### src/rtl/pm_evt_pkg.sv
package pm_evt_pkg;
  parameter int unsigned REG_W = 16;

  // status positions that exist in hardware
  parameter logic [REG_W-1:0] STS_IMPL_MASK = 16'h8731;
  // status positions software may clear
  parameter logic [REG_W-1:0] STS_W1C_MASK  = 16'h8710;
  // enable positions software may set
  parameter logic [REG_W-1:0] EN_WR_MASK    = 16'h0120;
  // positions that may drive the interrupt
  parameter logic [REG_W-1:0] SCI_SRC_MASK  = 16'h0721;

  parameter int unsigned PWRBTN_BIT = 8;

  parameter logic [1:0] SIZE_HALF = 2'd1;

  typedef enum logic [1:0] {
    SEL_NONE = 2'd0,
    SEL_STS  = 2'd1,
    SEL_EN   = 2'd2
  } reg_sel_e;
endpackage

### src/rtl/pm_evt_decode.sv
module pm_evt_decode #(
  parameter int unsigned ADDR_W  = 2,
  parameter logic [ADDR_W-1:0] STS_OFS = 'd0,
  parameter logic [ADDR_W-1:0] EN_OFS  = 'd2
) (
  input  logic              req_i,
  input  logic              we_i,
  input  logic [ADDR_W-1:0] addr_i,
  input  logic [1:0]        size_i,
  output pm_evt_pkg::reg_sel_e sel_o,
  output logic              sts_wr_o,
  output logic              en_wr_o,
  output logic              rd_o,
  output logic              bad_o
);
  import pm_evt_pkg::*;

  logic size_ok;

  assign size_ok = (size_i == SIZE_HALF);

  always_comb begin
    sel_o = SEL_NONE;
    if (size_ok) begin
      if (addr_i == STS_OFS)     sel_o = SEL_STS;
      else if (addr_i == EN_OFS) sel_o = SEL_EN;
    end
  end

  assign bad_o    = req_i && (sel_o == SEL_NONE);
  assign sts_wr_o = req_i && we_i && (sel_o == SEL_STS);
  assign en_wr_o  = req_i && we_i && (sel_o == SEL_EN);
  assign rd_o     = req_i && !we_i && (sel_o != SEL_NONE);
endmodule

### src/rtl/pm_evt_status.sv
module pm_evt_status #(
  parameter int unsigned REG_W = pm_evt_pkg::REG_W
) (
  input  logic             clk_i,
  input  logic             rst_ni,
  input  logic [REG_W-1:0] evt_i,
  input  logic             acpi_en_i,
  input  logic             wr_i,
  input  logic [REG_W-1:0] wdata_i,
  output logic [REG_W-1:0] sts_d_o,
  output logic [REG_W-1:0] sts_q_o
);
  import pm_evt_pkg::*;

  logic [REG_W-1:0] gate;
  logic [REG_W-1:0] set_vec;
  logic [REG_W-1:0] clr_vec;

  always_comb begin
    gate = STS_IMPL_MASK;
    gate[PWRBTN_BIT] = STS_IMPL_MASK[PWRBTN_BIT] & acpi_en_i;
  end

  assign set_vec = evt_i & gate;
  assign clr_vec = wr_i ? (wdata_i & STS_W1C_MASK) : '0;
  // set dominates a simultaneous clear
  assign sts_d_o = (set_vec | (sts_q_o & ~clr_vec)) & STS_IMPL_MASK;

  always_ff @(posedge clk_i or negedge rst_ni) begin
    if (!rst_ni) sts_q_o <= '0;
    else         sts_q_o <= sts_d_o;
  end
endmodule

### src/rtl/pm_evt_enable.sv
module pm_evt_enable #(
  parameter int unsigned REG_W = pm_evt_pkg::REG_W
) (
  input  logic             clk_i,
  input  logic             rst_ni,
  input  logic             wr_i,
  input  logic [REG_W-1:0] wdata_i,
  output logic [REG_W-1:0] en_d_o,
  output logic [REG_W-1:0] en_q_o
);
  import pm_evt_pkg::*;

  assign en_d_o = wr_i ? (wdata_i & EN_WR_MASK) : en_q_o;

  always_ff @(posedge clk_i or negedge rst_ni) begin
    if (!rst_ni) en_q_o <= '0;
    else         en_q_o <= en_d_o;
  end
endmodule

### src/rtl/pm_evt_sci.sv
module pm_evt_sci #(
  parameter int unsigned REG_W = pm_evt_pkg::REG_W
) (
  input  logic             clk_i,
  input  logic             rst_ni,
  input  logic [REG_W-1:0] sts_d_i,
  input  logic [REG_W-1:0] en_d_i,
  output logic             sci_o
);
  import pm_evt_pkg::*;

  logic [REG_W-1:0] hit;

  for (genvar i = 0; i < REG_W; i++) begin : g_hit
    if (SCI_SRC_MASK[i]) begin : g_src
      assign hit[i] = sts_d_i[i] & en_d_i[i];
    end else begin : g_nosrc
      assign hit[i] = 1'b0;
    end
  end

  // registered from next state so it moves with the registers
  always_ff @(posedge clk_i or negedge rst_ni) begin
    if (!rst_ni) sci_o <= 1'b0;
    else         sci_o <= |hit;
  end
endmodule

### src/rtl/pm_evt_regs.sv
module pm_evt_regs #(
  parameter int unsigned REG_W  = pm_evt_pkg::REG_W,
  parameter int unsigned ADDR_W = 2
) (
  input  logic              clk_i,
  input  logic              rst_ni,
  input  logic              req_i,
  input  logic              we_i,
  input  logic [ADDR_W-1:0] addr_i,
  input  logic [1:0]        size_i,
  input  logic [REG_W-1:0]  wdata_i,
  output logic [REG_W-1:0]  rdata_o,
  output logic              err_o,
  input  logic [REG_W-1:0]  evt_i,
  input  logic              acpi_en_i,
  output logic              sci_o
);
  import pm_evt_pkg::*;

  reg_sel_e         sel;
  logic             sts_wr;
  logic             en_wr;
  logic             rd;
  logic             bad;
  logic [REG_W-1:0] sts_d;
  logic [REG_W-1:0] sts_q;
  logic [REG_W-1:0] en_d;
  logic [REG_W-1:0] en_q;

  pm_evt_decode #(.ADDR_W(ADDR_W)) u_decode (
    .req_i   (req_i),
    .we_i    (we_i),
    .addr_i  (addr_i),
    .size_i  (size_i),
    .sel_o   (sel),
    .sts_wr_o(sts_wr),
    .en_wr_o (en_wr),
    .rd_o    (rd),
    .bad_o   (bad)
  );

  pm_evt_status #(.REG_W(REG_W)) u_status (
    .clk_i    (clk_i),
    .rst_ni   (rst_ni),
    .evt_i    (evt_i),
    .acpi_en_i(acpi_en_i),
    .wr_i     (sts_wr),
    .wdata_i  (wdata_i),
    .sts_d_o  (sts_d),
    .sts_q_o  (sts_q)
  );

  pm_evt_enable #(.REG_W(REG_W)) u_enable (
    .clk_i  (clk_i),
    .rst_ni (rst_ni),
    .wr_i   (en_wr),
    .wdata_i(wdata_i),
    .en_d_o (en_d),
    .en_q_o (en_q)
  );

  pm_evt_sci #(.REG_W(REG_W)) u_sci (
    .clk_i  (clk_i),
    .rst_ni (rst_ni),
    .sts_d_i(sts_d),
    .en_d_i (en_d),
    .sci_o  (sci_o)
  );

  always_ff @(posedge clk_i or negedge rst_ni) begin
    if (!rst_ni) begin
      rdata_o <= '0;
      err_o   <= 1'b0;
    end else begin
      err_o <= bad;
      if (rd) rdata_o <= (sel == SEL_STS) ? sts_q : en_q;
      else    rdata_o <= '0;
    end
  end
endmodule

### config.mk
export PLATFORM = sky130hd
export DESIGN_NAME = pm_evt_regs
export DESIGN_NICKNAME = d
export VERILOG_FILES = /design/src/rtl/pm_evt_pkg.sv /design/src/rtl/pm_evt_decode.sv /design/src/rtl/pm_evt_status.sv /design/src/rtl/pm_evt_enable.sv /design/src/rtl/pm_evt_sci.sv /design/src/rtl/pm_evt_regs.sv
export SDC_FILE = /design/constraint.sdc
export NUM_CORES = 1
export LEC_CHECK = 0
export ABC_AREA = 1
export BUFFER_PORTS_ARGS = -buffer_cell sky130_fd_sc_hd__buf_2
export CAP_MARGIN = 20
export CORE_AREA = 5 5 60 62
export CTS_CLUSTER_SIZE = 25
export DETAILED_ROUTE_END_ITERATION = 12
export DIE_AREA = 0 0 65 67
export GPL_TIMING_DRIVEN = 0
export HOLD_SLACK_MARGIN = 0.12
export MAX_ROUTING_LAYER = met4
export PLACE_DENSITY_LB_ADDON = 0.1
export RECOVER_POWER = 25
export SKIP_CTS_REPAIR_TIMING = 1
export SYNTH_ARGS = -nofsm -noshare
export SYNTH_HDL_FRONTEND = slang
export SYNTH_SLANG_ARGS = --single-unit
### constraint.sdc
create_clock -name clk_i -period 2.6 [get_ports clk_i]
set_input_delay 0.65 -clock clk_i [delete_from_list [all_inputs] [get_ports clk_i]]
set_output_delay 0.65 -clock clk_i [all_outputs]
set_load 0.1 [all_outputs]
==> flow_summary.toml <==
[drt]
wire_per_inst_um = 10.58
wirelength_mm = 1.946
drt_iter0_drc = 14
ant_nets = 0
drtPass1Iterations = 4
via_count = 768
drc = 0
vias_per_cell = 4.174

[grt]
grt.total_usage_pct = 10.54
grt_pass1_wl_mm = 3.394
grt_pass1_vias = 762
grt_max_degree = 22
antenna_found_initial = 0
grt_overflow_total = 0

[floorplanning]
die_h_um = 67
initial_utilization_pct = 33.07
die_width_um = 65
rows = 20
fp.dieArea_mm2 = 0.004355
io_pins = 59
coreArea_mm2 = 0.002978

[setup_path]
cp.required_ps = 1950
end_kind = "output pin"
start_kind = "flop"
cp_top_family = "buffers and inverters"
critical_path_buf_inv_count = 1
critPathKind = "reg2out"
path_cells = "buf_2"
crit_path_max_incr_delay_ps = 420
cp_slowest_cell = "buf_2"
worstPathArrival_ps = 1060
cp_max_fo = 1

[sta]
rsz0062_at_grt = "no"
fin_skew_ps = 3.117
post-route-period-util_pct = 65.58
tns_ps = 0
setup_violations = 0
slew_violations = 0
post-route-min-period_ps = 1705
fmax_mhz = 586.5
hold_viol = 0
relSlewSlack_pct = 26.98
tightest_slew_ps = 1095
whs_ps = 491.7

[clock_network]
clkSlewWorstSetupHoldPaths_ps = 110
numCtsBuffers = 3
clkLatencyLatePin_ps = 300
root_buffer = "clkbuf_4"
cts_tree = "yes"
cts_sinks = 21
htreeDepth = 1
clockBufferDepth = 2

[yosys]
synth_top_area_cell = "dfrtp_1"
synth_common_cells = "23 x nand2_1, 21 x dfrtp_1, 15 x inv_1, 9 x buf_4, 6 x nor2_1"
syn_area_per_cell_um2 = 9.034
ys_ff_latch = 21
ys.flop_type = "dfrtp_1"
seq_area_frac_synth_pct = 53.37
postSynthCellCount = 109
synth_top_area_share_pct = 53.37
synthArstFlopShare_pct = 100.0
synth-edff-count = 0
synth_cell_types = 24
ys_top_cells_by_area = "dfrtp_1 53%, nand2_1 8.8%, buf_4 6.9%"
yosysMostFrequentCell = "nand2_1"
yosysWarnings = 0
syn_area_um2 = 984.7

[finish]
multiInputGateArea_um2 = 352.8
final-seq-area_um2 = 525.5
stdcell_count = 184
drive_gt1_share_pct = 37.75
layout.nets = 193
diodes = 0
area_growth_pct = 25.03
fill_cells = 335

[place]
gp_congestion = 0.7628
dp_cells = 180
port_buffers = 30
place_hpwl_mm = 1.552

[power]
power.density_mw_per_mm2 = 550.0
p_leak_nw = 0.7021
vdd_drop_max_uv = 140.6

[job]
drv_cap = 0

[min_path]
worst_hold_path_type = "reg2reg"

[run_status]
status = "completed"
==> state kept, by name, summed over array words and instances, names as in the netlist <==
| name | count |
|---|---|
| err_o | 1 |
| u_enable.en_q_o | 5 |
| u_sci.sci_o | 1 |
| u_status.sts_q_o | 7 |
| rdata_o | 7 |
==> final cells by class <==
class,instances,area share (%)
flip-flops and latches,21,42.68
multi-input cells,69,28.66
repair buffers,30,12.09
inverters,18,5.589
plain buffers,9,5.488
well taps,33,3.354
clock buffers,4,2.134
==> per-stage QoR <==
stage          util, %  total power, mW  instance area (um2)  setup WS (ps)
2_1_floorplan        -           0.4937                 1015           1067
3_3_place_gp     40.50           0.5304                 1206          977.6
3_5_place_dp     40.50           0.5319                 1206          975.0
4_1_cts          41.39           0.6854                 1232          882.9
5_1_grt          41.34           0.7191                 1231          839.8
6_report         41.34           0.6771                 1231          894.9
==> path summary, 6_finish.rpt <==
kind | to | cells past startpoint | from | slack, ps
worst max-delay path | rdata_o[8] | 1 | rdata_o[8]$_DFF_PN0_ | 890
worst min-delay path | u_status.sts_q_o[5]$_DFF_PN0_ | 1 | u_status.sts_q_o[5]$_DFF_PN0_ | 490
worst max register to register | u_sci.sci_o$_DFF_PN0_ | 5 | u_status.sts_q_o[0]$_DFF_PN0_ | 1500
worst min register to register | u_status.sts_q_o[5]$_DFF_PN0_ | 1 | u_status.sts_q_o[5]$_DFF_PN0_ | 490
max in group asynchronous | u_sci.sci_o$_DFF_PN0_ | 1 | rst_ni | 1420
min in group asynchronous | rdata_o[5]$_DFF_PN0_ | 1 | rst_ni | 520
==> logic make-up (layout without fill, tap and decap cells) <==
family	Yosys count	count (layout)	synth area share, %
flip-flops	21	21	53.37
AND/OR/NAND/NOR	52	52	27.19
other	1	9	0.3808
AO/OA/AOI/OAI	8	8	5.210
buffers and inverters	27	61	13.85
==> metal layers <==
metal,track usage (%),vias up,wire [um]
met4,5.541,0,30
met2,16.22,31,834
met1,13.35,336,932
met3,1.686,2,148
met5,-,-,0
li1,-,399,-
==> placed cells by master, fill, tap and decap left out <==
cell type / n
clkbuf_4: 3
and2_1: 1
or2_2: 2
nand3b_1: 1
conb_1: 9
nor3_1: 1
nor3_2: 1
dfrtp_1: 21
a211oi_1: 3
a21oi_1: 3
clkinv_2: 1
nor2_1: 6
clkbuf_1: 2
nand4_1: 3
nor2_4: 1
a21o_1: 1
nand3_1: 3
buf_4: 9
nor2_2: 4
buf_2: 29
nand2_2: 3
nand2_4: 2
inv_1: 15
a31oi_1: 1
or2_1: 1
nand2_1: 23
inv_2: 2
==> power by group <==
group	leakage, nW	total [mW]	switching [mW]	internal, mW
Clock	0.0150	0.153	0.0937	0.0597
Combinational	0.446	0.175	0.132	0.0428
Sequential	0.241	0.349	0.00585	0.343
No activity file was read; power rests on OpenSTA's default activity.
